**config.mk**
```make
export PLATFORM = sky130hd
export DESIGN_NAME = warp_scoreboard
export DESIGN_NICKNAME = d
export VERILOG_FILES = /design/src/rtl/sb_pkg.sv /design/src/rtl/sb_ctrl.sv /design/src/rtl/sb_dp.sv /design/src/rtl/warp_scoreboard.sv
export SDC_FILE = /design/constraint.sdc
export NUM_CORES = 2
export LEC_CHECK = 0
export ABC_CLOCK_PERIOD_IN_PS = 4250
export BUFFER_PORTS_ARGS = -buffer_cell sky130_fd_sc_hd__buf_2
export CAP_MARGIN = 10
export CORE_MARGIN = 2
export CORE_UTILIZATION = 35
export DETAILED_ROUTE_END_ITERATION = 10
export HOLD_SLACK_MARGIN = 0.06
export PLACE_DENSITY = 0.55
export SYNTH_ARGS = -nofsm -noshare
export SYNTH_HDL_FRONTEND = slang
export SYNTH_HIERARCHICAL = 1
export SYNTH_SLANG_ARGS = --single-unit
```
**constraint.sdc**
```tcl
create_clock -name clk -period 4.25 [get_ports clk]
set_clock_uncertainty 0.05 [all_clocks]
set_input_delay 0.425 -clock clk [delete_from_list [all_inputs] [get_ports clk]]
set_output_delay 0.425 -clock clk [all_outputs]
set_load 0.1 [all_outputs]
```
**src/rtl/sb_pkg.sv**
```systemverilog
package sb_pkg;

  typedef enum logic [2:0] {
    SPACE_GLOBAL   = 3'd0,
    SPACE_LOCAL    = 3'd1,
    SPACE_SHARED   = 3'd2,
    SPACE_CONST    = 3'd3,
    SPACE_PARAM    = 3'd4,
    SPACE_TEXTURE  = 3'd5
  } memSpace_t;

  // Strobes passed from control to datapath each cycle
  typedef struct packed {
    logic rsvEn;   // reserve applies this cycle
    logic llTag;   // reserve also tags long-latency bits
    logic relEn;   // release applies this cycle
  } sbStrobe_t;

  function automatic logic isLongSpace(input logic [2:0] space);
    return (space == SPACE_GLOBAL) || (space == SPACE_LOCAL) ||
           (space == SPACE_TEXTURE);
  endfunction

endpackage

```
**src/rtl/sb_ctrl.sv**
```systemverilog
module sb_ctrl
  import sb_pkg::*;
#(
  parameter int NUM_REGS  = 64,
  parameter int REG_SLOTS = 4,
  localparam int REG_W    = $clog2(NUM_REGS)
) (
  input  logic                       rsvValid,
  input  logic [REG_SLOTS*REG_W-1:0] rsvRegs,
  input  logic                       rsvIsLoad,
  input  logic [2:0]                 rsvSpace,
  input  logic                       relValid,
  input  logic [REG_SLOTS*REG_W-1:0] relRegs,
  output sbStrobe_t                  strobe,
  output logic [NUM_REGS-1:0]        rsvMask,
  output logic [NUM_REGS-1:0]        relMask
);

  logic [REG_SLOTS-1:0][NUM_REGS-1:0] rsvSlotMask;
  logic [REG_SLOTS-1:0][NUM_REGS-1:0] relSlotMask;

  // One decoder per operand slot; register 0 decodes to nothing
  for (genvar s = 0; s < REG_SLOTS; s++) begin : g_slot
    logic [REG_W-1:0] rsvNum;
    logic [REG_W-1:0] relNum;
    assign rsvNum = rsvRegs[s*REG_W +: REG_W];
    assign relNum = relRegs[s*REG_W +: REG_W];
    always_comb begin
      rsvSlotMask[s] = '0;
      relSlotMask[s] = '0;
      if (rsvNum != '0) rsvSlotMask[s][rsvNum] = 1'b1;
      if (relNum != '0) relSlotMask[s][relNum] = 1'b1;
    end
  end

  always_comb begin
    rsvMask = '0;
    relMask = '0;
    for (int s = 0; s < REG_SLOTS; s++) begin
      rsvMask |= rsvSlotMask[s];
      relMask |= relSlotMask[s];
    end
  end

  always_comb begin
    strobe.rsvEn = rsvValid;
    strobe.llTag = rsvValid && rsvIsLoad && isLongSpace(rsvSpace);
    strobe.relEn = relValid;
  end

endmodule

```
**src/rtl/sb_dp.sv**
```systemverilog
module sb_dp
  import sb_pkg::*;
#(
  parameter int NUM_WARPS = 16,
  parameter int NUM_REGS  = 64,
  parameter int QRY_SLOTS = 4,
  localparam int WARP_W   = $clog2(NUM_WARPS),
  localparam int REG_W    = $clog2(NUM_REGS)
) (
  input  logic                       clk,
  input  logic                       rst,
  input  sbStrobe_t                  strobe,
  input  logic [WARP_W-1:0]          rsvWarp,
  input  logic [NUM_REGS-1:0]        rsvMask,
  input  logic [WARP_W-1:0]          relWarp,
  input  logic [NUM_REGS-1:0]        relMask,
  input  logic [WARP_W-1:0]          colWarp,
  input  logic [QRY_SLOTS*REG_W-1:0] colSrcRegs,
  input  logic [QRY_SLOTS*REG_W-1:0] colDstRegs,
  output logic                       colHit,
  input  logic [WARP_W-1:0]          llWarp,
  input  logic [REG_W-1:0]           llReg,
  output logic                       llHit
);

  logic [NUM_REGS-1:0] pendRow [NUM_WARPS];
  logic [NUM_REGS-1:0] llRow   [NUM_WARPS];

  for (genvar w = 0; w < NUM_WARPS; w++) begin : g_warp
    logic rsvHere;
    logic relHere;
    logic [NUM_REGS-1:0] pendNext;
    logic [NUM_REGS-1:0] llNext;

    assign rsvHere = strobe.rsvEn && (rsvWarp == WARP_W'(w));
    assign relHere = strobe.relEn && (relWarp == WARP_W'(w));

    // Release first, reserve on top: reserve wins on shared bits
    always_comb begin
      pendNext = pendRow[w];
      llNext   = llRow[w];
      if (relHere) begin
        pendNext = pendNext & ~relMask;
        llNext   = '0;
      end
      if (rsvHere) begin
        pendNext = pendNext | rsvMask;
        if (strobe.llTag) llNext = llNext | rsvMask;
      end
    end

    always_ff @(posedge clk) begin
      if (rst) begin
        pendRow[w] <= '0;
        llRow[w]   <= '0;
      end else begin
        pendRow[w] <= pendNext;
        llRow[w]   <= llNext;
      end
    end
  end

  logic [NUM_REGS-1:0] colRow;
  logic [NUM_REGS-1:0] llSel;
  assign colRow = pendRow[colWarp];
  assign llSel  = llRow[llWarp];

  always_comb begin
    colHit = 1'b0;
    for (int s = 0; s < QRY_SLOTS; s++) begin
      if (colSrcRegs[s*REG_W +: REG_W] != '0 && colRow[colSrcRegs[s*REG_W +: REG_W]])
        colHit = 1'b1;
      if (colDstRegs[s*REG_W +: REG_W] != '0 && colRow[colDstRegs[s*REG_W +: REG_W]])
        colHit = 1'b1;
    end
  end

  assign llHit = (llReg != '0) && llSel[llReg];

endmodule

```
**src/rtl/warp_scoreboard.sv**
```systemverilog
module warp_scoreboard
  import sb_pkg::*;
#(
  parameter int NUM_WARPS = 16,
  parameter int NUM_REGS  = 64,
  parameter int REG_SLOTS = 4,
  localparam int WARP_W   = $clog2(NUM_WARPS),
  localparam int REG_W    = $clog2(NUM_REGS)
) (
  input  logic                       clk,
  input  logic                       rst,
  input  logic                       rsvValid,
  input  logic [WARP_W-1:0]          rsvWarp,
  input  logic [REG_SLOTS*REG_W-1:0] rsvRegs,
  input  logic                       rsvIsLoad,
  input  logic [2:0]                 rsvSpace,
  input  logic                       relValid,
  input  logic [WARP_W-1:0]          relWarp,
  input  logic [REG_SLOTS*REG_W-1:0] relRegs,
  input  logic [WARP_W-1:0]          colWarp,
  input  logic [REG_SLOTS*REG_W-1:0] colSrcRegs,
  input  logic [REG_SLOTS*REG_W-1:0] colDstRegs,
  output logic                       colHit,
  input  logic [WARP_W-1:0]          llWarp,
  input  logic [REG_W-1:0]           llReg,
  output logic                       llHit
);

  sbStrobe_t           strobe;
  logic [NUM_REGS-1:0] rsvMask;
  logic [NUM_REGS-1:0] relMask;

  sb_ctrl #(.NUM_REGS(NUM_REGS), .REG_SLOTS(REG_SLOTS)) u_ctrl (
    .rsvValid  (rsvValid),
    .rsvRegs   (rsvRegs),
    .rsvIsLoad (rsvIsLoad),
    .rsvSpace  (rsvSpace),
    .relValid  (relValid),
    .relRegs   (relRegs),
    .strobe    (strobe),
    .rsvMask   (rsvMask),
    .relMask   (relMask)
  );

  sb_dp #(.NUM_WARPS(NUM_WARPS), .NUM_REGS(NUM_REGS), .QRY_SLOTS(REG_SLOTS)) u_dp (
    .clk        (clk),
    .rst        (rst),
    .strobe     (strobe),
    .rsvWarp    (rsvWarp),
    .rsvMask    (rsvMask),
    .relWarp    (relWarp),
    .relMask    (relMask),
    .colWarp    (colWarp),
    .colSrcRegs (colSrcRegs),
    .colDstRegs (colDstRegs),
    .colHit     (colHit),
    .llWarp     (llWarp),
    .llReg      (llReg),
    .llHit      (llHit)
  );

endmodule

```
## Word-level counts from Yosys, hierarchy flattened

Memories as Yosys holds them, arrays and structs flattened.
Cells that the tools add are included.

| storage, ports and cells | value |
|---|---|
| flip-flop bits (word level) | 0 |
| latch bits | 0 |
| RAM bits | 2048 |
| ROM bits | 0 |
| input bits | 126 |
| output and inout port bits | 2 |
| logic and storage cells | 384 |
| memories kept | 2 |

Memories:

| memory | depth | bits a word | read ports | clocked after Yosys merged registers in | wr ports | line | source |
|---|---|---|---|---|---|---|---|
| u_dp.llRow | 16 | 64 | 17 | 0 | 16 | sb_dp.sv:27 | `logic [NUM_REGS-1:0] llRow [NUM_WARPS];` |
| u_dp.pendRow | 16 | 64 | 17 | 0 | 16 | sb_dp.sv:26 | `logic [NUM_REGS-1:0] pendRow [NUM_WARPS];` |

| cells by class | value |
|---|---|
| add/subtract/negate cells | 0 |
| $mul | 0 |
| div/mod/pow operators | 0 |
| $lt $le $gt $ge | 25 |
| equal/unequal tests | 32 |
| shift-type cells | 0 |
| multiplexer cells | 165 |
| bitwise logic cells | 87 |
| reduce and logical (&&, ||, !) cells | 73 |

Operators by type and width:

| kind | number |
|---|---|
| $mux 64 | 120 |
| $or 64x64->64 | 38 |
| $and 64x64->64 | 16 |
| $lt 6x7->1 const B | 17 |
| $reduce_bool 6->1 | 17 |
| $eq 4x4->1 const B | 16 |
| $not 64->64 | 1 |
| $bmux 1 s6 | 9 |
| $logic_and 1x1->1 | 51 |
| $demux 1 s6 | 8 |
| $ge 6x1->1 const B | 8 |
| $eq 4x3->1 const B | 8 |
| $or 1x1->1 | 32 |
| $mux 1 | 28 |
| $eq 4x2->1 const B | 4 |
| $eq 4x1->1 const B | 2 |
| $logic_not 4->1 | 2 |
| $eq 3x1->1 const B | 1 |
| $eq 3x3->1 const B | 1 |
| $logic_not 3->1 | 1 |
| $logic_or 1x1->1 | 2 |

## Longest topological paths before layout

| logic depth | value |
|---|---|
| depth in word-level cells | 14 |
| depth in mapped cells | 16 |
| mapped depth without buffers | 10 |

## Hierarchy

The synthesis kept the hierarchy.

By module, submodules not included:

| module | times used | cells each | area an instance (um^2) | sequential area each (um^2) |
|---|---|---|---|---|
| sb_dp | 1 | 10494 | 96563.9 | 40999.3 |
| sb_ctrl | 1 | 542 | 4076.4 | 0.0 |

## Worst setup path before layout

OpenSTA, ideal clock, no wires.

| timing | value |
|---|---|
| kind | input -> output |
| from | input colWarp[1] |
| to | output colHit |
| arrival time | 4.177 ns |
| required time | 3.775 ns |
| slack | -0.402 ns |
| stages on the path | 15 |
| buffers on the path | 5 |
| cell sequence | buf_6 > buf_6 > buf_6 > buf_2 > buf_2 > mux4_2 > o22a_1 > o31a_1 > a22oi_1 > nand3_1 > a22oi_1 > nand4_1 > or4_1 > nor4_2 > nand4_1 |

| between the ends | value |
|---|---|
| cells in the longest elaborated chain, start to end | 12 |
| elaborated cells between the ends (all ways) | 33 |
| classes of those cells | 24 x mux; 8 x reduce/logical; 1 x memory |

Ends and longest elaborated chain:

| element | line | source |
|---|---|---|
| start, declared | warp_scoreboard.sv:20 | `input logic [WARP_W-1:0] colWarp,` |
| $mem_v2 16x64 * | -- |  |
| $bmux 1 s6 | sb_dp.sv:71 | `if (colSrcRegs[s*REG_W +: REG_W] != '0 && colRow[colSrcRegs[s*REG_W +: REG_W]])` |
| $mux 1 (not written as such) | sb_dp.sv:71 |  |
| $logic_and 1x1->1 | sb_dp.sv:71 |  |
| $mux 1 | sb_dp.sv:71 |  |
| $mux 1 | sb_dp.sv:73 | `if (colDstRegs[s*REG_W +: REG_W] != '0 && colRow[colDstRegs[s*REG_W +: REG_W]])` |
| $mux 1 | sb_dp.sv:71 |  |
| $mux 1 | sb_dp.sv:73 |  |
| $mux 1 | sb_dp.sv:71 |  |
| $mux 1 | sb_dp.sv:73 |  |
| $mux 1 | sb_dp.sv:71 |  |
| $mux 1 * | sb_dp.sv:73 |  |
| end, declared | warp_scoreboard.sv:23 | `output logic colHit,` |

Mark *: on every way between the ends. The rest lies on a longest branch, timed or not. The select of a mux whose other input is x is not followed.

==> run metrics <==
status finished with violations; failing checks negative setup slack; cell count after placement 14402; DIE WIDTH 540 µm; Area Overhead vs Synth 16.7%; fin crit period 5.01 ns; combinational power share 0.098; DRC 0; CTS clk-pin slew, worst paths 0.06 ns; GR Overflow Total 0; NetSw 0.0113 W; Post-synth ARST share 0; Worst setup EP type output port; CP Class register to output port; unrepaired setup endpoints after global routing yes; Starting Density 0.352; largest net degree at the start of global routing 222; type of the worst min-delay path input port to register; post-synthesis sequential area ratio 0.407; vias in the first global route 91818; CP startpoint kind register; Iter 0 DRT Violations 13771; max-slew violation count 0; fill count 27536; syn avg cell area 9.12 µm²; Synth warnings 6; die area 0.292 mm²; Unique masters post-synth 92; main flop type after synthesis dfxtp_1; H-tree levels 4; vias per cell 6.48; GRT Total Usage 0.315; fin util 0.411; largest fanout on the critical path 6; later-pin clock latency in the skew report 0.95 ns; commonest cells after routing, fill and taps aside 2215 x a22oi_1, 2204 x nor2_1, 2047 x dfxtp_1; period utilization 1.18; CTS Buf Count 219; Pleak 39.7 nW; IO Port Bufs 127; max frequency 200 MHz; root buf cell clkbuf_16; Final ANT Viol Nets 0; area leader, netlist dfxtp_1; max-cap violations 0; via count 95963; Wirelength per Cell 32.4 µm; normalized max-slew margin 0.0562; Worst Slack Setup Final -0.760 ns; die height 540 µm; Max Root-Sink Buffers 4; final hold vios 0; Worst-Margin Slew 1.42 ns; IO Pins 128; cell count after synthesis 11036; Layout Cells excl Fill 14802; sequential power share 0.445; core area 0.286 mm²; antenna violations before repair 39; #FFs+latches synth 2048; first-pass GRT wire length 679 mm; Power Dens Cells 369 mW/mm²; pre-CTS setup slack -1.17 ns; Yosys top cell area share 0.407; Nets 10989; Cell Int Power 0.0320 W; Setup Viol. Count Final 2; Post-Syn Area 0.101 mm²; GPL Wtd Cong 1.02; final WL 479 mm; VDD IR-drop max 0.348 mV; Crit path required time 3.77 ns; Sink Count 2048; Detailed Place HPWL 304 mm; Post-synth EDFFs 0; TritonCTS clock tree built; Sw Share 0.261; Pre-antenna DRT Iters 7; CP arrival 4.53 ns; dominant cells by area after synthesis dfxtp_1 41%, a22oi_1 17%, mux4_2 14%, nor2_1 8.3%, nand2_1 4.5%; commonest non-fill, non-tap cell in the layout a22oi_1; layout cells sized above 1 0.203; Clock power frac 0.458; row count 196
==> metrics by stage <==
stage	hold slack [ns]	power, W	cell area [µm²]	TNS [ns]
2_1_floorplan	0.407	0.0217	101000	-0.203
3_3_place_gp	0.421	0.0237	110000	-1.25
3_5_place_dp	0.426	0.0237	110000	-1.17
4_1_cts	0.0729	0.0433	117000	-0.841
5_1_grt	0.156	0.0443	117000	-1.01
6_report	0.130	0.0433	117000	-0.924
==> flip-flops by register name, indices dropped and copies added, names as in the netlist <==
signal	count
u_dp/llRow	1024
u_dp/pendRow	1024
==> synthesized netlist by cell type (all sizes together), types with 8 or more instances <==
cell / number
inv: 45
a211oi: 26
a311o: 8
o22ai: 45
a221o: 8
and2: 89
nor4b: 23
clkbuf: 1149
o211ai: 20
and4bb: 24
nand3: 42
o221ai: 119
nor3: 57
a2111oi: 18
o21ai: 49
mux4: 619
nor2b: 34
or3b: 13
or2: 14
nor2: 2228
o2111ai: 8
nand2b: 27
mux2: 70
mux2i: 216
a21oi: 45
a31oi: 32
a22o: 18
a211o: 9
a32oi: 23
nand4: 12
and4b: 13
and3: 12
nor4: 17
nand3b: 30
dfxtp: 2048
a221oi: 31
nand2: 1209
buf: 240
a22oi: 2220
nor3b: 10
==> cell families after synthesis <==
kind of cell | share of synthesized area
AO/OA/AOI/OAI | 0.207
multiplexers | 0.168
buffers and inverters | 0.0574
flip-flops | 0.407
AND/OR/NAND/NOR | 0.160
other | 0.0000373
==> critical path, cell delays in order, from the launching register on <==
cell      delay, ns
dfxtp_1        0.34
mux4_2         0.45
mux2i_1        0.38
mux2_4         0.33
buf_4          0.17
mux2_2         0.15
nor2_1         0.04
a311o_1        0.36
a211oi_1       0.36
o32ai_1        0.16
buf_4          0.15
nor4_2         0.27
nand4_1        0.24
buf_12         0.23
==> final timing paths <==
path	from	endpoint	slack, ns	depth (start not counted)
hold / removal	rsvWarp[0]	u_dp/pendRow[4][30]	0.13	4
hold reg to reg	u_dp/llRow[2][62]	u_dp/llRow[2][62]	0.44	2
setup / recovery	u_dp/pendRow[6][58]	colHit	-0.76	13
setup reg to reg	u_dp/pendRow[13][2]	u_dp/pendRow[13][2]	3.46	2
==> layer usage <==
metal | vias up | track usage | share of wire
met5 | - | 0 | 0.00035
met4 | 20 | 0.187 | 0.068
met3 | 1402 | 0.0551 | 0.098
met2 | 6352 | 0.499 | 0.45
met1 | 48121 | 0.400 | 0.38
li1 | 40068 | - | -
==> power groups by stage <==
stage	logic [W]	registers, W	clock network [W]
4_1_cts	0.00409	0.0192	0.0200
3_5_place_dp	0.00406	0.0197	0
6_report	0.00423	0.0192	0.0198
5_1_grt	0.00430	0.0192	0.0207
3_3_place_gp	0.00406	0.0197	0
2_1_floorplan	0.00206	0.0197	0
==> cell type report <==
cell class	instances	area, µm²	share of cell area
multi-input cells	7551	55100	0.469
flip-flops and latches	2048	41000	0.349
repair buffers	994	9100	0.0775
clock buffers	301	6220	0.0530
well taps	3762	4710	0.0401
clock inverters	86	1070	0.00915
inverters	49	184	0.00157
diodes	11	27.5	0.000234
==> timing repair <==
| action | CTS | global route |
|---|---|---|
| pin swaps | 12 | 2 |
| resized for setup | 65 | 13 |
| setup endpoints to repair | 2 | 2 |
| hold buffers | 1 | 0 |
| buffers inserted | 2 | 0 |
| endpoints found under the hold margin | 190 | 0 |
Power figures use the tool's default switching activity.
